===== config.mk =====
export PLATFORM = sky130hd
export DESIGN_NAME = rom_seg_mapper
export DESIGN_NICKNAME = d
export VERILOG_FILES = /design/src/rtl/rom_seg_mapper.sv
export SDC_FILE = /design/constraint.sdc
export NUM_CORES = 1
export LEC_CHECK = 0
export BUFFER_PORTS_ARGS = -buffer_cell sky130_fd_sc_hd__clkbuf_2
export CAP_MARGIN = 10
export CORE_MARGIN = 2
export CORE_UTILIZATION = 43
export DETAILED_ROUTE_END_ITERATION = 12
export GPL_TIMING_DRIVEN = 0
export PLACE_DENSITY = 0.84
export SETUP_SLACK_MARGIN = 0.3
export SYNTH_ARGS = -nofsm -noshare
export SYNTH_HDL_FRONTEND = slang
export SYNTH_SLANG_ARGS = --single-unit

===== constraint.sdc =====
create_clock -name clk -period 2 [get_ports clk]
set_input_delay 0.4 -clock clk [delete_from_list [all_inputs] [get_ports clk]]
set_output_delay 0.4 -clock clk [all_outputs]
set_load 0.01 [all_outputs]

===== src/rtl/rom_seg_mapper.sv =====
module rom_seg_mapper #(
  parameter int          SEG_W      = 4,
  parameter int          OFS_W      = 16,
  parameter int          BANK_W     = 8,
  parameter int          IO_AW      = 8,
  parameter logic [7:0]  BANK_MASK  = 8'h3F,
  parameter logic [7:0]  HI_ADDR    = 8'hC0,
  parameter logic [7:0]  S2_ADDR    = 8'hC2,
  parameter logic [7:0]  S3_ADDR    = 8'hC3,
  parameter logic [7:0]  HI_RST     = 8'h2F,
  parameter logic [7:0]  S2_RST     = 8'hFF,
  parameter logic [7:0]  S3_RST     = 8'hFF
) (
  input  logic                     clk,
  input  logic                     rst_n,
  input  logic                     io_we,
  input  logic [IO_AW-1:0]         io_addr,
  input  logic [BANK_W-1:0]        io_wdata,
  output logic [BANK_W-1:0]        io_rdata,
  input  logic [SEG_W+OFS_W-1:0]   cpu_addr,
  output logic                     sel_ram,
  output logic                     sel_sram,
  output logic                     sel_rom,
  output logic [BANK_W-1:0]        rom_bank,
  output logic [OFS_W-1:0]         rom_offset
);
  localparam int HALF = BANK_W / 2;

  logic [BANK_W-1:0] hi_q, s2_q, s3_q, raw_bank;
  logic [SEG_W-1:0]  seg;

  wire hit_hi = io_addr == IO_AW'(HI_ADDR);
  wire hit_s2 = io_addr == IO_AW'(S2_ADDR);
  wire hit_s3 = io_addr == IO_AW'(S3_ADDR);

  always_ff @(posedge clk) begin
    if (!rst_n) begin
      hi_q <= BANK_W'(HI_RST);
      s2_q <= BANK_W'(S2_RST);
      s3_q <= BANK_W'(S3_RST);
    end else if (io_we) begin
      if (hit_hi) hi_q <= io_wdata;
      if (hit_s2) s2_q <= io_wdata;
      if (hit_s3) s3_q <= io_wdata;
    end
  end

  assign io_rdata = hit_hi ? hi_q : hit_s2 ? s2_q : hit_s3 ? s3_q : '0;

  assign seg        = cpu_addr[SEG_W+OFS_W-1:OFS_W];
  assign rom_offset = cpu_addr[OFS_W-1:0];
  assign sel_ram    = seg == SEG_W'(0);
  assign sel_sram   = seg == SEG_W'(1);
  assign sel_rom    = !sel_ram && !sel_sram;

  always_comb begin
    case (seg)
      SEG_W'(2): raw_bank = s2_q;
      SEG_W'(3): raw_bank = s3_q;
      default:   raw_bank = {hi_q[HALF-1:0], seg[HALF-1:0]};
    endcase
  end

  assign rom_bank = sel_rom ? (raw_bank & BANK_W'(BANK_MASK)) : '0;

  assert_one_region_R1: assert property (@(posedge clk) disable iff (!rst_n)
    $onehot({sel_ram, sel_sram, sel_rom}));

  assert_bank_in_mask_R7: assert property (@(posedge clk) disable iff (!rst_n)
    (rom_bank & ~BANK_W'(BANK_MASK)) == '0);

  assert_seg2_holds_R3: assert property (@(posedge clk) disable iff (!rst_n)
    (seg == SEG_W'(2) && $past(seg) == SEG_W'(2) && $past(rst_n) &&
     !$past(io_we && hit_s2)) |-> $stable(rom_bank));

  assert_readback_R8: assert property (@(posedge clk) disable iff (!rst_n)
    (io_we && hit_s3) |=> (!hit_s3 || io_rdata == $past(io_wdata)));

  assert_foreign_write_R9: assert property (@(posedge clk) disable iff (!rst_n)
    (io_we && !hit_hi && !hit_s2 && !hit_s3) |=>
      ($stable(hi_q) && $stable(s2_q) && $stable(s3_q)));
endmodule


==> results of run 1 <==
==> routing by layer <==
| layer | up-vias | routed length (um) |
|---|---|---|
| met5 | - | 0 |
| met4 | 0 | 43 |
| met3 | 6 | 227 |
| met2 | 48 | 1910 |
| met1 | 643 | 1520 |
| li1 | 704 | - |
==> worst register-to-register path: stages (launching register included) <==
cell and delay [ns]:
dfxtp_2 0.34, buf_4 0.13, nor2_1 0.09, mux2i_1 0.08
==> state kept, by name (all words and copies together) (netlist names) <==
signal  cells
s2_q        8
hi_q        8
s3_q        8
==> cells in the final DEF (no fill, tap or decap) <==
cell       synthesis  layout
clkbuf_4           0       4
and2_0             1       1
a21boi_0           1       1
conb_1             1       2
clkbuf_8           0       2
buf_2              2       9
or3_1              1       1
buf_4             19      21
a21oi_4            0       1
dfxtp_2            0       7
inv_1              3       3
nand2b_1           1       1
buf_16             0       1
nor2b_1            1       1
a2bb2oi_1          1       1
a21oi_2            0       6
clkbuf_2           0      46
nand4_1            2       2
buf_8              0       1
clkbuf_1           6       2
mux2i_1           36      36
nand4_2            2       2
buf_6              0       2
o21ai_0            4       3
nand2_1           17      16
or2_4              0       6
nor2_1            34      34
and4_2             1       1
and2_1             1       1
a21oi_1            8       1
dfxtp_1           24      17
nand2_4            0       1
o21ai_1            0       1
nor4_4             1       1
or2_2              8       2
mux2_4             0       1
a31o_4             0       1
==> kinds of logic (layout without fill, tap and decap cells) <==
group | after synthesis | count (layout)
and+or+nand+nor | 70 | 70
muxes | 37 | 37
buffers and inverters | 30 | 91
DFF | 24 | 24
AOI/OAI and AO/OA | 15 | 15
other | 1 | 2
==> cell type report <==
class	count	area, sq um
buffer	27	193
clock buffer	4	36.3
fill	312	1320
inverter	3	11.3
multi-input combinational	124	875
sequential	24	489
tap	46	57.6
timing repair buffer	57	334
==> Yosys cell counts <==
cell type | count | area, sq um
or2_2 | 8 | 50.1
mux2_2 | 1 | 11.3
nand2_1 | 17 | 63.8
nand4_2 | 2 | 25.0
a21oi_1 | 8 | 40.0
a31o_2 | 1 | 8.76
a21boi_0 | 1 | 7.51
nand2b_1 | 1 | 6.26
and4_2 | 1 | 10.0
o21ai_0 | 4 | 20.0
a2bb2oi_1 | 1 | 8.76
inv_1 | 3 | 11.3
and2_1 | 1 | 6.26
buf_4 | 19 | 143
and2_0 | 1 | 6.26
nor4_4 | 1 | 21.3
dfxtp_1 | 24 | 480
nor2b_1 | 1 | 6.26
clkbuf_1 | 6 | 22.5
buf_2 | 2 | 10.0
nand4_1 | 2 | 12.5
mux2i_1 | 36 | 360
conb_1 | 1 | 3.75
nor2_1 | 34 | 128
or3_1 | 1 | 6.26
==> path summary, 6_finish.rpt <==
check	startpoint	to	slack, ns
setup / recovery	io_addr[5]	io_rdata[6]	0.28
hold / removal	io_wdata[4]	hi_q[4]$_SDFFE_PN0P_	0.32
setup reg to reg	s3_q[3]$_SDFFE_PN1P_	s3_q[3]$_SDFFE_PN1P_	1.25
hold reg to reg	hi_q[4]$_SDFFE_PN0P_	hi_q[4]$_SDFFE_PN0P_	0.48
==> what timing repair did <==
item | in CTS | in global routing
gates cloned | 1 | 0
setup buffers | 1 | 1
pin swaps | 10 | 3
resized for setup | 29 | 20
endpoints found under the setup margin | 10 | 10
==> power by group through the flow <==
stage	logic [mW]	clock network [mW]	registers, mW
6_report	0.205	0.257	0.479
5_1_grt	0.222	0.280	0.479
4_1_cts	0.198	0.263	0.479
3_5_place_dp	0.176	0	0.490
3_3_place_gp	0.173	0	0.490
2_1_floorplan	0.107	0	0.490
==> run metrics, run 1 <==
# nets final=between 200 and 300; min Tclk post-route=roughly 1.7 ns; Fin. Hold Viols=0; detailed-route wire length per cell=13.0 um; crit-path leading delay family=simple AND/OR/NAND/NOR gates; final setup TNS=0 ns; total track usage=19.2%; antenna viol nets, final=0; Final Cycle Share=about 86%; Cells after DPL=roughly 280; vias per inst=between 4 and 5; row cnt=21; CTS tree=done; Pins Over Slew Limit=0; Clk Latency, worst-skew pair=0.32 ns; simple-gate share of the synthesized area=23.3%; first-pass GRT wire length=~6 mm; routed via count=1401; pin count of the biggest net entering global routing=14; Logic pwr share=between 20 and 25%; DRC viols=0; XOR/XNOR share of the synthesized area=0%; Reg2Reg Depth=3; Syn. warnings=0; final worst slack=0.275 ns; core footprint=~3300 sq um; clk_skew=0 ns; hold_buf cts=0; post-DP HPWL=roughly 2.7 mm; number of stages on the worst setup path=5; Synth Area in Compound Gates=between 5 and 6%; post-detailed-routing wire length=3.70 mm; mux cell area share after synthesis=approximately a quarter; CTS Sinks=24; Placement Setup Slack=-0.0356 ns; non-filler cells, final=roughly 290; Die Span Y=62.4 um; Die Span X=roughly 62 um; final setup fails=0; starting density of the core=44.4%; maximum vdd drop=around 0.00023 V; Internal Power=slightly below 700 uW; met3 Track Usage GR=3.78%; met2 Resource Use GR=a little over a third; pwr dens=471 nW/um^2; net switching power figure=between 200 and 250 uW; Critical path buffers and inverters=2; Crit Path Class=in -> out; initial antenna violation count=0; worst hold path stage count=3; worst endpoint data arrival time=about 1.3 ns; RSZ-0062 raised after global routing=true; Cell Chain, Critical Path=buf_6, nor4_4, nand2_4, a21oi_4, clkbuf_2; share of total power in sequential cells=about half; Leak=around 1.1 nW; fmax=0.580 GHz; Placed Area=around 1800 sq um; H-tree depth=1; post-route cell area=around 2000 sq um; worst hold slack=0.317 ns; CTS Buffer Depth=2; IO Count=74; Clock power frac=27.3%; total CTS buffers=3; root buffer cell=clkbuf_4; layout cells sized above 1=between 40 and 50%; grt total ovfl=0; crit path capture type=primary output; Post-Syn Area=1470 sq um; vias in the first global route=1376; sequential-to-total area share from yosys stat=approximately a third; GR Util met1=21.9%; die area=just under 4000 sq um; synthesized instance count=177; # port buffers=54; slowest CP cell=nor4_4; Sw Ratio=26.2%; drt pass-1 iters=6; grt peak-use layer=met2; Antenna Cells=0; utilization after layout=60.3%; max-cap check violation count=0; crit path max fanout=8; Tot Pwr=approximately 940 uW; Adder-Cell Fraction of Synth Area=0%; register clock-pin slew on the reported worst setup and hold paths=between 0.1 and 0.15 ns; gp weighted congestion=roughly 0.76; largest family of logic cells by synthesized area=multiplexers; status=completed; critical path required time=about 1.6 ns; slowest stage delay, CP=0.34 ns; worst hold path class=in -> reg; Starting DRT DRC Count=57; Area growth syn-to-layout=35.9%; startpoint types=input port; count of cell types in the netlist=25; post-synthesis register bit count=24; Mapped Avg Cell Area=between 8 and 9 sq um
Note: power is estimated with default switching activity, not from simulation.
==> run 2: changes to the inputs <==
Settings changed: REMOVE_ABC_BUFFERS set to 1.
==> run metrics, run 2 (synthesized netlist as in run 1, its figures left out) <==
vias in the first global route=1212 (-12%); Pins Over Slew Limit=0 (unchanged); Placed Area=1550 sq um (-14%); routed via count=1223 (-13%); Starting DRT DRC Count=39 (-32%); H-tree depth=1 (unchanged); vias per inst=5.05 (+2.8%); detailed-route wire length per cell=13.7 um (+5.4%); maximum vdd drop=0.000288 V (+25%); Largest regs=hi_q x8, s2_q x8, s3_q x8; row cnt=21 (unchanged); slowest stage delay, CP=0.36 ns (+0.02 ns); Cells after DPL=236 (-15%); drt pass-1 iters=5 (-1); DRC viols=0 (unchanged); clk_skew=0 ns (unchanged); initial antenna violation count=0 (unchanged); min Tclk post-route=1.72 ns (-0.00209 ns); final setup TNS=0 ns (unchanged); Antenna Cells=0 (unchanged); root buffer cell=clkbuf_4; CTS tree=done; post-detailed-routing wire length=3.31 mm (-11%); most common cell after layout, fill and taps aside=mux2i_1; antenna viol nets, final=0 (unchanged); Reg-to-Reg Start=s2_q[4]$_SDFFE_PN1P_; starting density of the core=44.4% (unchanged); final setup fails=0 (unchanged); Cell Chain, Critical Path=buf_6, nor4_4, nand2_4, a21oi_2, buf_2; Tot Pwr=816 uW (-13%); crit path capture type=primary output; core footprint=3310 sq um (unchanged); Critical path buffers and inverters=2 (unchanged); first-pass GRT wire length=5.54 mm (-7.4%); fmax=0.580 GHz (+0.12%); pin count of the biggest net entering global routing=30 (+16); IO Count=74 (unchanged); Fin. Hold Viols=0 (unchanged); worst hold start=io_wdata[4]; Die Span Y=62.4 um (unchanged); worst hold path class=in -> reg; die area=3900 sq um (unchanged); gp weighted congestion=0.780 (+3.3%); Hold Crit Endpoint=hi_q[4]$_SDFFE_PN0P_; reg-to-reg endpoint=s2_q[4]$_SDFFE_PN1P_; status=completed; # nets final=237 (-15%); Leak=0.890 nW (-19%); RSZ-0062 raised after global routing=true; # port buffers=39 (-28%); register clock-pin slew on the reported worst setup and hold paths=0.12 ns (about the same); max-cap check violation count=0 (unchanged); pwr dens=486 nW/um^2 (+3.0%); slowest CP cell=nor4_4; critical path required time=1.60 ns (about the same); post-route cell area=1680 sq um (-16%); crit-path leading delay family=simple AND/OR/NAND/NOR gates; crit path max fanout=8 (unchanged); Die Span X=62.4 um (unchanged); Final Cycle Share=86.1% (-0.10 points); worst hold path stage count=3 (unchanged); CTS Buffer Depth=2 (unchanged); most frequent cells in the layout=36 x mux2i_1, 33 x nor2_1, 29 x clkbuf_2; Slew @ Worst Pin=~0.85 ns; startpoint types=input port; worst endpoint data arrival time=1.32 ns (about the same); post-DP HPWL=2.43 mm (-8.4%); Clk Latency, worst-skew pair=0.30 ns (-0.02 ns); r2r setup slk=1.25 ns (about the same); Area growth syn-to-layout=14.4%; utilization after layout=50.8% (-9.5 points); Slew HR=between 40% and 50%; layout cells sized above 1=39.3% (-8.8 points); CTS Sinks=24 (unchanged); grt total ovfl=0 (unchanged); Crit Path Class=in -> out; total track usage=17.6% (-1.6 points); Reg2Reg Depth=3 (unchanged); non-filler cells, final=242 (-15%); total CTS buffers=3 (unchanged)
run 2: per-stage QoR:
stage                     setup slack [ns]  hold slack, ns
final                                0.277           0.323
after global routing                 0.206           0.319
after CTS                            0.292           0.322
after detailed placement            0.0286           0.456
after global placement              0.0248           0.446
after floorplan                      0.399           0.434
run 2: how the worst max path moves through the flow:
stage               cells after the start  startpoint          end
floorplan                               3  io_addr[5]  io_rdata[1]
global placement                        5  io_addr[5]  io_rdata[4]
detailed placement                      5  io_addr[5]  io_rdata[6]
CTS                                     5  io_addr[2]  io_rdata[7]
global route                            5  io_addr[4]  io_rdata[5]
finish                                  5  io_addr[5]  io_rdata[6]
run 2: where the power goes:
group	internal, mW	switching (mW)
Sequential	0.478	0.000385
Combinational	0.0578	0.0750
Clock	0.0701	0.134
run 2: layout make-up:
type / instances / area (sq um)
well taps: 46 / 57.6
repair buffers: 42 / 241
fillers: 338 / 1630
clock buffers: 3 / 22.5
multi-input cells: 124 / 857
flip-flops and latches: 24 / 490
inverters: 3 / 11.3
run 2: metal layers:
metal  part of all wire (%)  GRT usage (%)
met5                      0              0
met2                     45           25.5
met4                   0.57           5.28
met3                    9.7           8.11
met1                     45           23.2
run 2: repair_timing:
item,in CTS,in global routing
endpoints found under the setup margin,9,9
pin swaps,1,2
gates resized for setup,18,17
buffers inserted,2,1
hold buffers,0,0
hold endpoints to repair,0,0
run 2: worst reg2reg max path: cells and delay by family (launching register included):
family / cells / cell delay, ns
flip-flops: 1 / 0.34
buffers and inverters: 1 / 0.12
AND/OR/NAND/NOR: 1 / 0.09
multiplexers: 1 / 0.09
